===== src/rtl/nand_seq_pkg.sv =====
package nand_seq_pkg;

  typedef enum logic [1:0] {
    K_CMD   = 2'd0,
    K_ADDR  = 2'd1,
    K_READ  = 2'd2,
    K_WRITE = 2'd3
  } op_kind_t;

  typedef enum logic [2:0] {
    P_IDLE   = 3'd0,
    P_SETUP  = 3'd1,
    P_HIZ    = 3'd2,
    P_STROBE = 3'd3,
    P_HOLD   = 3'd4,
    P_ACK    = 3'd5
  } phase_t;

endpackage


===== src/rtl/nand_phase_fsm.sv =====
module nand_phase_fsm
  import nand_seq_pkg::*;
#(
  parameter int LONG_W  = 8,
  parameter int SHORT_W = 4,
  parameter int BANK_W  = 2,
  parameter int DATA_W  = 8
) (
  input  logic              clk,
  input  logic              rst_n,
  input  logic              req_valid,
  input  op_kind_t          req_kind,
  input  logic [DATA_W-1:0] req_byte,
  input  logic [BANK_W-1:0] req_bank,
  input  logic [LONG_W-1:0] tim_setup,
  input  logic [LONG_W-1:0] tim_hiz,
  input  logic [LONG_W-1:0] tim_wait,
  input  logic [LONG_W-1:0] tim_hold,
  input  logic [SHORT_W-1:0] tim_cle_re,
  input  logic [SHORT_W-1:0] tim_ale_re,
  input  logic              wait_n,
  output phase_t            phase,
  output op_kind_t          cur_kind,
  output logic [BANK_W-1:0] cur_bank,
  output logic [DATA_W-1:0] cur_byte,
  output logic              accept_ev,
  output logic              strobe_end_ev
);

  // Count loaded for the setup phase: the phase lasts load+1 cycles.
  // A read straight after a latch cycle stretches setup to the latch-to-read delay.
  function automatic logic [LONG_W-1:0] setup_load(
    input op_kind_t            kind,
    input op_kind_t            prev,
    input logic [LONG_W-1:0]   su,
    input logic [SHORT_W-1:0]  cle_d,
    input logic [SHORT_W-1:0]  ale_d
  );
    logic [LONG_W-1:0] dly;
    dly = '0;
    if (kind == K_READ && prev == K_CMD)  dly = {{(LONG_W-SHORT_W){1'b0}}, cle_d};
    if (kind == K_READ && prev == K_ADDR) dly = {{(LONG_W-SHORT_W){1'b0}}, ale_d};
    return (dly > su) ? dly : su;
  endfunction

  logic [LONG_W-1:0] cnt;
  logic [LONG_W-1:0] t_hiz, t_wait, t_hold;
  op_kind_t          last_kind;
  logic              cnt_zero;

  assign cnt_zero      = (cnt == '0);
  assign accept_ev     = (phase == P_IDLE) && req_valid;
  assign strobe_end_ev = (phase == P_STROBE) && cnt_zero && wait_n;

  always_ff @(posedge clk or negedge rst_n) begin
    if (!rst_n) begin
      phase     <= P_IDLE;
      cnt       <= '0;
      cur_kind  <= K_WRITE;
      cur_bank  <= '0;
      cur_byte  <= '0;
      t_hiz     <= '0;
      t_wait    <= '0;
      t_hold    <= '0;
      last_kind <= K_WRITE;
    end else begin
      unique case (phase)
        P_IDLE: if (accept_ev) begin
          phase    <= P_SETUP;
          cur_kind <= req_kind;
          cur_bank <= req_bank;
          cur_byte <= req_byte;
          t_hiz    <= tim_hiz;
          t_wait   <= tim_wait;
          t_hold   <= tim_hold;
          cnt      <= setup_load(req_kind, last_kind, tim_setup, tim_cle_re, tim_ale_re);
        end
        P_SETUP: if (!cnt_zero) cnt <= cnt - 1'b1;
          else if (cur_kind == K_WRITE && t_hiz != '0) begin
            phase <= P_HIZ;
            cnt   <= t_hiz - 1'b1;
          end else begin
            phase <= P_STROBE;
            cnt   <= t_wait;
          end
        P_HIZ: if (!cnt_zero) cnt <= cnt - 1'b1;
          else begin
            phase <= P_STROBE;
            cnt   <= t_wait;
          end
        P_STROBE: if (!cnt_zero) cnt <= cnt - 1'b1;
          else if (strobe_end_ev) begin
            phase <= P_HOLD;
            cnt   <= t_hold;
          end
        P_HOLD: if (!cnt_zero) cnt <= cnt - 1'b1;
          else begin
            phase     <= P_ACK;
            last_kind <= cur_kind;
          end
        P_ACK: phase <= P_IDLE;
        default: phase <= P_IDLE;
      endcase
    end
  end

  // an accepted request always opens with the setup phase
  p_accept_setup_r10: assert property (@(posedge clk) disable iff (!rst_n)
    accept_ev |=> (phase == P_SETUP));

  // latched request stays fixed while a cycle runs
  p_latch_stable_r10: assert property (@(posedge clk) disable iff (!rst_n)
    (phase != P_IDLE) |=> ($stable(cur_kind) && $stable(cur_byte) && $stable(cur_bank)));

  // turnaround phase belongs to writes only
  p_hiz_write_only_r3: assert property (@(posedge clk) disable iff (!rst_n)
    (phase == P_HIZ) |-> (cur_kind == K_WRITE));

endmodule


===== src/rtl/nand_bank_decode.sv =====
module nand_bank_decode #(
  parameter int NUM_BANKS = 4,
  parameter int BANK_W    = 2
) (
  input  logic                 clk,
  input  logic                 rst_n,
  input  logic                 active,
  input  logic [BANK_W-1:0]    bank,
  output logic [NUM_BANKS-1:0] ce_n
);

  for (genvar gi = 0; gi < NUM_BANKS; gi++) begin : g_ce
    assign ce_n[gi] = !(active && (bank == BANK_W'(gi)));
  end

  // never more than one chip enabled
  p_ce_onehot_r9: assert property (@(posedge clk) disable iff (!rst_n)
    $onehot0(~ce_n));

  // no chip enabled outside a cycle
  p_ce_idle_r9: assert property (@(posedge clk) disable iff (!rst_n)
    !active |-> (&ce_n));

endmodule


===== src/rtl/nand_pin_drive.sv =====
module nand_pin_drive
  import nand_seq_pkg::*;
#(
  parameter int DATA_W = 8
) (
  input  logic              clk,
  input  logic              rst_n,
  input  phase_t            phase,
  input  op_kind_t          cur_kind,
  input  logic [DATA_W-1:0] cur_byte,
  input  logic              strobe_end_ev,
  input  logic [DATA_W-1:0] dq_in,
  output logic              active,
  output logic              cle,
  output logic              ale,
  output logic              re_n,
  output logic              we_n,
  output logic [DATA_W-1:0] dq_out,
  output logic              dq_oe,
  output logic              ack,
  output logic [DATA_W-1:0] rd_byte
);

  logic in_strobe, drive_late;

  assign active     = (phase == P_SETUP) || (phase == P_HIZ) ||
                      (phase == P_STROBE) || (phase == P_HOLD);
  assign in_strobe  = (phase == P_STROBE);
  assign drive_late = in_strobe || (phase == P_HOLD);

  assign cle    = active && (cur_kind == K_CMD);
  assign ale    = active && (cur_kind == K_ADDR);
  assign re_n   = !(in_strobe && cur_kind == K_READ);
  assign we_n   = !(in_strobe && cur_kind != K_READ);
  assign dq_out = cur_byte;
  assign dq_oe  = ((cur_kind == K_CMD || cur_kind == K_ADDR) && active) ||
                  ((cur_kind == K_WRITE) && drive_late);
  assign ack    = (phase == P_ACK);

  always_ff @(posedge clk or negedge rst_n) begin
    if (!rst_n)                                    rd_byte <= '0;
    else if (strobe_end_ev && cur_kind == K_READ)  rd_byte <= dq_in;
  end

  // the two strobes never overlap
  p_one_strobe_r1: assert property (@(posedge clk) disable iff (!rst_n)
    !(!re_n && !we_n));

  // the block never drives the bus while reading
  p_no_drive_on_read_r12: assert property (@(posedge clk) disable iff (!rst_n)
    !re_n |-> !dq_oe);

endmodule


===== src/rtl/nand_cycle_seq.sv =====
module nand_cycle_seq
  import nand_seq_pkg::*;
#(
  parameter int DATA_W    = 8,
  parameter int NUM_BANKS = 4,
  parameter int LONG_W    = 8,
  parameter int SHORT_W   = 4,
  localparam int BANK_W   = (NUM_BANKS > 1) ? $clog2(NUM_BANKS) : 1
) (
  input  logic                 clk,
  input  logic                 rst_n,
  input  logic                 req_valid,
  input  logic [1:0]           req_kind,
  input  logic [DATA_W-1:0]    req_byte,
  input  logic [BANK_W-1:0]    req_bank,
  input  logic [LONG_W-1:0]    tim_setup,
  input  logic [LONG_W-1:0]    tim_hiz,
  input  logic [LONG_W-1:0]    tim_wait,
  input  logic [LONG_W-1:0]    tim_hold,
  input  logic [SHORT_W-1:0]   tim_cle_re,
  input  logic [SHORT_W-1:0]   tim_ale_re,
  input  logic                 wait_n,
  output logic                 busy,
  output logic                 req_ack,
  output logic                 nf_cle,
  output logic                 nf_ale,
  output logic                 nf_re_n,
  output logic                 nf_we_n,
  output logic [NUM_BANKS-1:0] nf_ce_n,
  output logic [DATA_W-1:0]    nf_dq_out,
  output logic                 nf_dq_oe,
  input  logic [DATA_W-1:0]    nf_dq_in,
  output logic [DATA_W-1:0]    rd_byte
);

  phase_t            phase;
  op_kind_t          cur_kind;
  logic [BANK_W-1:0] cur_bank;
  logic [DATA_W-1:0] cur_byte;
  logic              accept_ev, strobe_end_ev, active;

  nand_phase_fsm #(
    .LONG_W(LONG_W), .SHORT_W(SHORT_W), .BANK_W(BANK_W), .DATA_W(DATA_W)
  ) fsm_i (
    .clk, .rst_n, .req_valid,
    .req_kind(op_kind_t'(req_kind)),
    .req_byte, .req_bank,
    .tim_setup, .tim_hiz, .tim_wait, .tim_hold, .tim_cle_re, .tim_ale_re,
    .wait_n,
    .phase, .cur_kind, .cur_bank, .cur_byte, .accept_ev, .strobe_end_ev
  );

  nand_pin_drive #(.DATA_W(DATA_W)) pins_i (
    .clk, .rst_n, .phase, .cur_kind, .cur_byte, .strobe_end_ev,
    .dq_in(nf_dq_in), .active,
    .cle(nf_cle), .ale(nf_ale), .re_n(nf_re_n), .we_n(nf_we_n),
    .dq_out(nf_dq_out), .dq_oe(nf_dq_oe), .ack(req_ack), .rd_byte
  );

  nand_bank_decode #(.NUM_BANKS(NUM_BANKS), .BANK_W(BANK_W)) bank_i (
    .clk, .rst_n, .active, .bank(cur_bank), .ce_n(nf_ce_n)
  );

  assign busy = (phase != P_IDLE);

  // a strobe only rises after an edge at which wait_n was high
  p_strobe_release_r5: assert property (@(posedge clk) disable iff (!rst_n)
    $rose(nf_re_n & nf_we_n) |-> $past(wait_n));

  // acknowledge is a single pulse that ends the cycle
  p_ack_pulse_r6: assert property (@(posedge clk) disable iff (!rst_n)
    req_ack |=> (!req_ack && !busy));

endmodule


===== config.mk =====
export PLATFORM = sky130hd
export DESIGN_NAME = nand_cycle_seq
export DESIGN_NICKNAME = d
export VERILOG_FILES = /design/src/rtl/nand_seq_pkg.sv /design/src/rtl/nand_phase_fsm.sv /design/src/rtl/nand_bank_decode.sv /design/src/rtl/nand_pin_drive.sv /design/src/rtl/nand_cycle_seq.sv
export SDC_FILE = /design/constraint.sdc
export NUM_CORES = 1
export LEC_CHECK = 0
export CORE_MARGIN = 2
export CORE_UTILIZATION = 50
export DETAILED_ROUTE_END_ITERATION = 10
export HOLD_SLACK_MARGIN = 0.03
export PLACE_DENSITY = 0.85
export SETUP_SLACK_MARGIN = 0.05
export SKIP_LAST_GASP = 1
export SYNTH_ARGS = -nofsm -noshare
export SYNTH_HDL_FRONTEND = slang
export SYNTH_SLANG_ARGS = --single-unit

===== constraint.sdc =====
create_clock -name clk -period 3.1 [get_ports clk]
set_clock_uncertainty 0.1 [all_clocks]
set_input_delay 0.62 -clock clk [delete_from_list [all_inputs] [get_ports clk]]
set_output_delay 0.62 -clock clk [all_outputs]
set_load 0.005 [all_outputs]

* Word-level counts from Yosys, hierarchy flattened *
Cells that the tools add are included.

word-level totals
  input port bits = 64
  logic and storage cells = 97
  output and inout bits = 27
  memory bits (read-only) = 0
  latch bits = 0
  flip-flop bits (word level) = 57
  memories = 0
  memory bits (writable) = 0

cells by class
  mux-type cells = 21
  equal/unequal tests = 22
  bitwise operators = 0
  reductions and logical operators = 41
  multipliers = 0
  shift operators = 0
  magnitude comparators = 1
  div/mod/pow operators = 0
  add/sub/neg operators = 2

operators with widths
  kind                                                                   number
  8-bit two-way mux                                                      10
  8-bit case mux with 5 select lines                                     1
  3-bit two-way mux                                                      6
  1-bit logical AND                                                      17
  8-bit by 1-bit subtractor with 8-bit output, second input constant     2
  3-bit case mux with 5 select lines                                     1
  2-bit equality test, second input constant                             5
  8-bit greater-than comparator                                          1
  8-bit logical NOT                                                      1
  4-bit two-way mux                                                      2
  2-bit by 1-bit != test with 1-bit output, second input constant        4
  2-bit != test, second input constant                                   4
  8-bit nonzero test                                                     1
  2-bit by 1-bit equality test with 1-bit output, second input constant  3
  3-bit by 2-bit equality test with 1-bit output, second input constant  2
  3-bit equality test, second input constant                             2
  1-bit logical NOT                                                      6
  2-bit logical NOT                                                      3
  1-bit logical OR                                                       6
  6-bit AND reduction                                                    1
  5-bit nonzero test                                                     1
  2-bit AND reduction                                                    2
  4-bit AND reduction                                                    1
  3-bit by 1-bit equality test with 1-bit output, second input constant  1
  other kinds (4)                                                        4

* Depth between registers and ports, before layout *
  depth after elaboration = 10
  mapped depth = 9
  depth with buffers taken out = 9

* Cells and area by module *
Synthesis repeated with hierarchy kept, for this count alone.

second synthesis, totals
  cells, all modules = 409
  area total of the unflattened synthesis = 3529.6 µm²

by module, submodules not included
  module            times used  seq. area each (µm²)  area an instance (µm²)  cells an instance
  nand_phase_fsm    1           1231.2                2996.6                  363
  nand_pin_drive    1           200.2                 498.0                   41
  nand_bank_decode  1           0.0                   28.8                    4
  nand_cycle_seq    1           0.0                   6.3                     1

* Worst setup path before layout *
Ideal clock, no wire load.

  path kind = reg-to-reg
  start = register fsm_i.last_kind[0]
  end = register fsm_i.cnt[1]
  setup slack = 0.409 ns
  arrival = 2.465 ns
  period minus slack after synthesis = 2.691 ns
  data required time = 2.874 ns
  setup time = 0.126 ns
  path buffers = 1
  cell stages (with the launch flop) = 10
  cells stage by stage = dfstp_2 clkbuf_1 mux2_2 nand3_1 ha_1 nand4_1 nand2_1 a21oi_1 mux2_2 a221o_1

on the way
  cells in the longest elaborated chain, start to end = 10
  elaborated cells on any way between the ends = 12
  classes of those cells = order compare (1); eq/ne (1); mux (7); reduce/logical (3)

RTL lines
  item                                    line                  source
  start, declared                         nand_phase_fsm.sv:48  op_kind_t last_kind;
  start signal, assigned                  nand_phase_fsm.sv:99  last_kind <= cur_kind;
  2-bit logical NOT                       nand_phase_fsm.sv:41  if (kind == K_READ && prev == K_CMD) dly = {{(LONG_W-SHORT_W){1'b0}}, cle_d};
  1-bit logical AND                       nand_phase_fsm.sv:41
  4-bit two-way mux                       nand_phase_fsm.sv:41
  4-bit two-way mux (*)                   nand_phase_fsm.sv:42  if (kind == K_READ && prev == K_ADDR) dly = {{(LONG_W-SHORT_W){1'b0}}, ale_d};
  8-bit two-way mux (*)                   nand_phase_fsm.sv:68  P_IDLE: if (accept_ev) begin
  8-bit two-way mux (*)                   nand_phase_fsm.sv:67  unique case (phase)
  8-bit greater-than comparator           nand_phase_fsm.sv:43  return (dly > su) ? dly : su;
  8-bit two-way mux (*)                   nand_phase_fsm.sv:43
  8-bit two-way mux (*)                   nand_phase_fsm.sv:68
  8-bit case mux with 5 select lines (*)  nand_phase_fsm.sv:67
  end signal, assigned                    nand_phase_fsm.sv:76  cnt <= setup_load(req_kind, last_kind, tim_setup, tim_cle_re, tim_ale_re);
  end signal, assigned                    nand_phase_fsm.sv:78  P_SETUP: if (!cnt_zero) cnt <= cnt - 1'b1;
  end signal, assigned                    nand_phase_fsm.sv:81  cnt <= t_hiz - 1'b1;
  end, declared                           nand_phase_fsm.sv:46  logic [LONG_W-1:0] cnt;

Mark *: on every way between the ends. The rest lies on a longest branch, timed or not. The select of a mux whose other input is x is not followed.
A chain may end at the register's enable or synchronous reset.

* Worst setup path after layout *
  start = input port req_kind[0]
  end = register fsm_i.cnt[1]

on the way
  cells in the longest elaborated chain, start to end = 10
  elaborated cells on any way between the ends = 11
  classes of those cells = order compare (1); eq/ne (1); mux (7); reduce/logical (2)

RTL lines
  item                                    line                                        source
  start, declared                         nand_cycle_seq.sv:13                        input logic [1:0] req_kind,
  2-bit equality test (*)                 nand_phase_fsm.sv:41, nand_phase_fsm.sv:42
  1-bit logical AND                       nand_phase_fsm.sv:41
  4-bit two-way mux                       nand_phase_fsm.sv:41
  4-bit two-way mux (*)                   nand_phase_fsm.sv:42
  8-bit two-way mux (*)                   nand_phase_fsm.sv:68
  8-bit two-way mux (*)                   nand_phase_fsm.sv:67
  8-bit greater-than comparator           nand_phase_fsm.sv:43
  8-bit two-way mux (*)                   nand_phase_fsm.sv:43
  8-bit two-way mux (*)                   nand_phase_fsm.sv:68
  8-bit case mux with 5 select lines (*)  nand_phase_fsm.sv:67

Marks and branches as above.

==> results.txt <==
Crit path arrival time = 3040 ps
Pre-antenna DRT Iters = 4
TritonCTS buffer count = 9
Core Area = 6907 µm²
Tot Pwr = 0.003860 W
placed cell area = 4631 µm²
# fillers = 524
unrepaired setup endpoints after global routing = no
Layout Nets = 492
Tmin final = 2919 ps
CP Launch Type = input port
final hold vios = 0
first-pass GRT wire length = 14.31 mm
TritonCTS clock tree = yes
CP Max Fanout = 4
initial antenna violation count = 0
DR DRC count = 0
layout cells sized above 1 = 23.76%
Clock Tree Buf Depth = 2
Worst setup EP type = flip-flop
sequential cell area = 1434 µm²
Vert. Die Dim = 89.03 µm
max_cap viols = 0
via count = 2928
Post-Synth XOR/XNOR Area = 2.181%
Slew HR = 56.27%
WS Path Type = input port to flip-flop
Multi-input gate area = 2012 µm²
asr flop ratio synth = 100.0%
worst-margin pin slew = 650.9 ps
multiplexer area fraction after synthesis = 21.56%
Yosys reg bits = 57
Routed WL per cell = 17.45 µm
Post-CTS Setup Inserts = 0
Crit. Startpoint = req_kind[0]
GPL Wtd Cong = 0.9024
count of different cell masters after synthesis = 56
placed insts = 505
via/cell ratio = 5.620
std cell rows = 30
post-route ant nets = 0
root buffer cell = clkbuf_8
worst hold path class = input port to asynchronous set/reset pin
Ports = 91
clk slew on worst S/H paths = 70 ps
final std cells w/o fill = 521
HPWL after DPL = 6.847 mm
CTS Hold Bufs = 0
VDD IR max = 0.5049 mV
Syn-to-layout area delta = 34.61%
final instance area = 4866 µm²
fin. max-slew vios = 0
syn avg cell area = 11.30 µm²
clk_lat worst skew = 340 ps
number of global-route vias before repair = 2970
most common cell after layout, fill and taps aside = clkdlybuf4s50_1
PwrDens = 793.4 nW/µm²
GRT Total Usage = 23.92%
Die Area = 7925 µm²
syn nets = 392
Final Cycle Share = 94.15%
worst r2r src = fsm_i.last_kind[0]
H-tree levels = 3
initial core utilization = 52.34%
Die Wd = 89.03 µm
Ys Warns = 0
Required @ worst endpoint = 3220 ps
reg2reg setup slack = 350 ps
Post-Synth Simple-Gate Area = 15.75%
post-synthesis compound-gate area fraction = 13.29%
status = finished clean
Post-Synth Adder-Cell Area = 2.769%
total grt overflow = 0
Post-Place Worst Slack = -108.8 ps
final wirelength = 9.092 mm
number of flops mapped to enable cells by yosys = 0
Setup WS post-layout = 181.5 ps
buffers added on ports = 90
Post-Syn Instances = 320
sequential cell area fraction in the yosys report = 39.60%
most frequent cells in the layout = clkdlybuf4s50_1, dfrtp_1, mux2_4
largest family of logic cells by synthesized area = multiplexers
Most used DFF post-synth = dfrtp_1
Netlist Area Pre-Place = 3615 µm²
clock sink total = 57
Final setup viols = 0
P_leak = 2.045 nW
largest net degree at the start of global routing = 35
ANT cells = 0
Fmax = 342.6 MHz
drt initial violations = 286
[repair_timing]
item / 4_1_cts / 5_1_grt
hold endpoints to repair: 0 / 0
setup endpoints to repair: 2 / 6
resized for setup: 1 / 2
[state kept, by name (all words and copies together) (netlist names)]
register / cells
fsm_i.cnt: 8
pins_i.rd_byte: 8
fsm_i.cur_bank: 2
fsm_i.phase: 3
fsm_i.cur_byte: 8
fsm_i.t_wait: 8
fsm_i.t_hiz: 8
fsm_i.cur_kind: 2
fsm_i.t_hold: 8
fsm_i.last_kind: 2
[critical path, cell delays in order]
cell             delay, ps
clkdlybuf4s50_1        430
nor2_1                 150
nand2_1                110
nor2_1                 180
ha_1                   300
nand4_1                110
nand2_1                 60
a21oi_1                360
mux2_2                 390
a221o_1                320
[cells by family after synthesis]
| kind of cell | count (synthesis) |
|---|---|
| AND/OR/NAND/NOR | 100 |
| flip-flops | 57 |
| buffers and inverters | 27 |
| multiplexers | 58 |
| AO/OA/AOI/OAI | 61 |
| XOR/XNOR | 9 |
| adder cells (fa/ha/maj) | 8 |
[Yosys cell counts (2+ instances only)]
cell type  instances  area share (%)
dfrtp_1           53              37
mux2_4            36              15
nand2_1           27             2.8
mux2_2            15             4.7
nand3_1           15             2.1
a21oi_1           12             1.7
inv_1             11             1.1
nor2_1            11             1.1
nor3_1             9             1.2
xor2_1             9             2.2
a31oi_1            8             1.4
ha_1               8             2.8
mux2i_1            7             1.9
o211ai_1           7             1.5
a221o_1            6             1.7
buf_2              5            0.69
clkbuf_1           5            0.52
nand3b_1           5             1.0
nor3b_1            5             1.0
dfstp_2            4             2.9
nand2b_1           4            0.69
and2_1             3            0.52
buf_12             3             1.7
nor4_1             3            0.52
o2111ai_1          3            0.73
o211ai_2           3             1.0
o22ai_1            3            0.52
o32a_1             3            0.83
or3_1              3            0.52
a222oi_1           2            0.55
nor2b_1            2            0.35
nor4b_1            2            0.48
o211a_1            2            0.55
o21a_1             2            0.42
o21ai_0            2            0.28
or3b_2             2            0.48
[layout make-up]
cell class,count,share of cell area [%]
repair buffers,104,21.09
flip-flops and latches,57,29.47
multi-input cells,236,41.35
clock buffers,10,2.828
well taps,96,2.468
inverters,12,0.9257
clock inverters,6,1.877
[routing by layer]
metal,share of wire [%],vias to the layer above,GRT usage [%]
li1,-,1400,-
met1,41,1400,30.49
met2,49,109,38.87
met3,6.4,19,5.633
met4,2.7,0,10.72
met5,0,-,0
[through the flow]
| step | TNS [ps] | utilization, % | hold WS, ps |
|---|---|---|---|
| global route | 0 | 70.45 | 191.7 |
| detailed placement | -305.8 | 67.05 | 390.3 |
| global placement | 0 | 67.05 | 389.9 |
| finish | 0 | 70.45 | 165.3 |
| CTS | 0 | 70.42 | 170.5 |
| floorplan | 0 | - | 224.4 |
[final timing paths]
path                                           to  cells after the start
worst max-delay path                 fsm_i.cnt[1]                     10
worst min-delay path              fsm_i.t_hold[2]                      1
worst max register to register       fsm_i.cnt[1]                      8
worst min register to register  pins_i.rd_byte[0]                      1
max in group asynchronous          fsm_i.t_hiz[4]                      2
min in group clk                pins_i.rd_byte[0]                      1
[power by group]
part	switching (W)	leakage, nW	total, W	internal, W
Sequential	0.000351	0.705	0.00141	0.00106
Clock	0.000317	0.105	0.000792	0.000475
Combinational	0.000654	1.24	0.00166	0.00100
Total	0.00132	2.04	0.00386	0.00254
(Power assumes the default switching activity.)
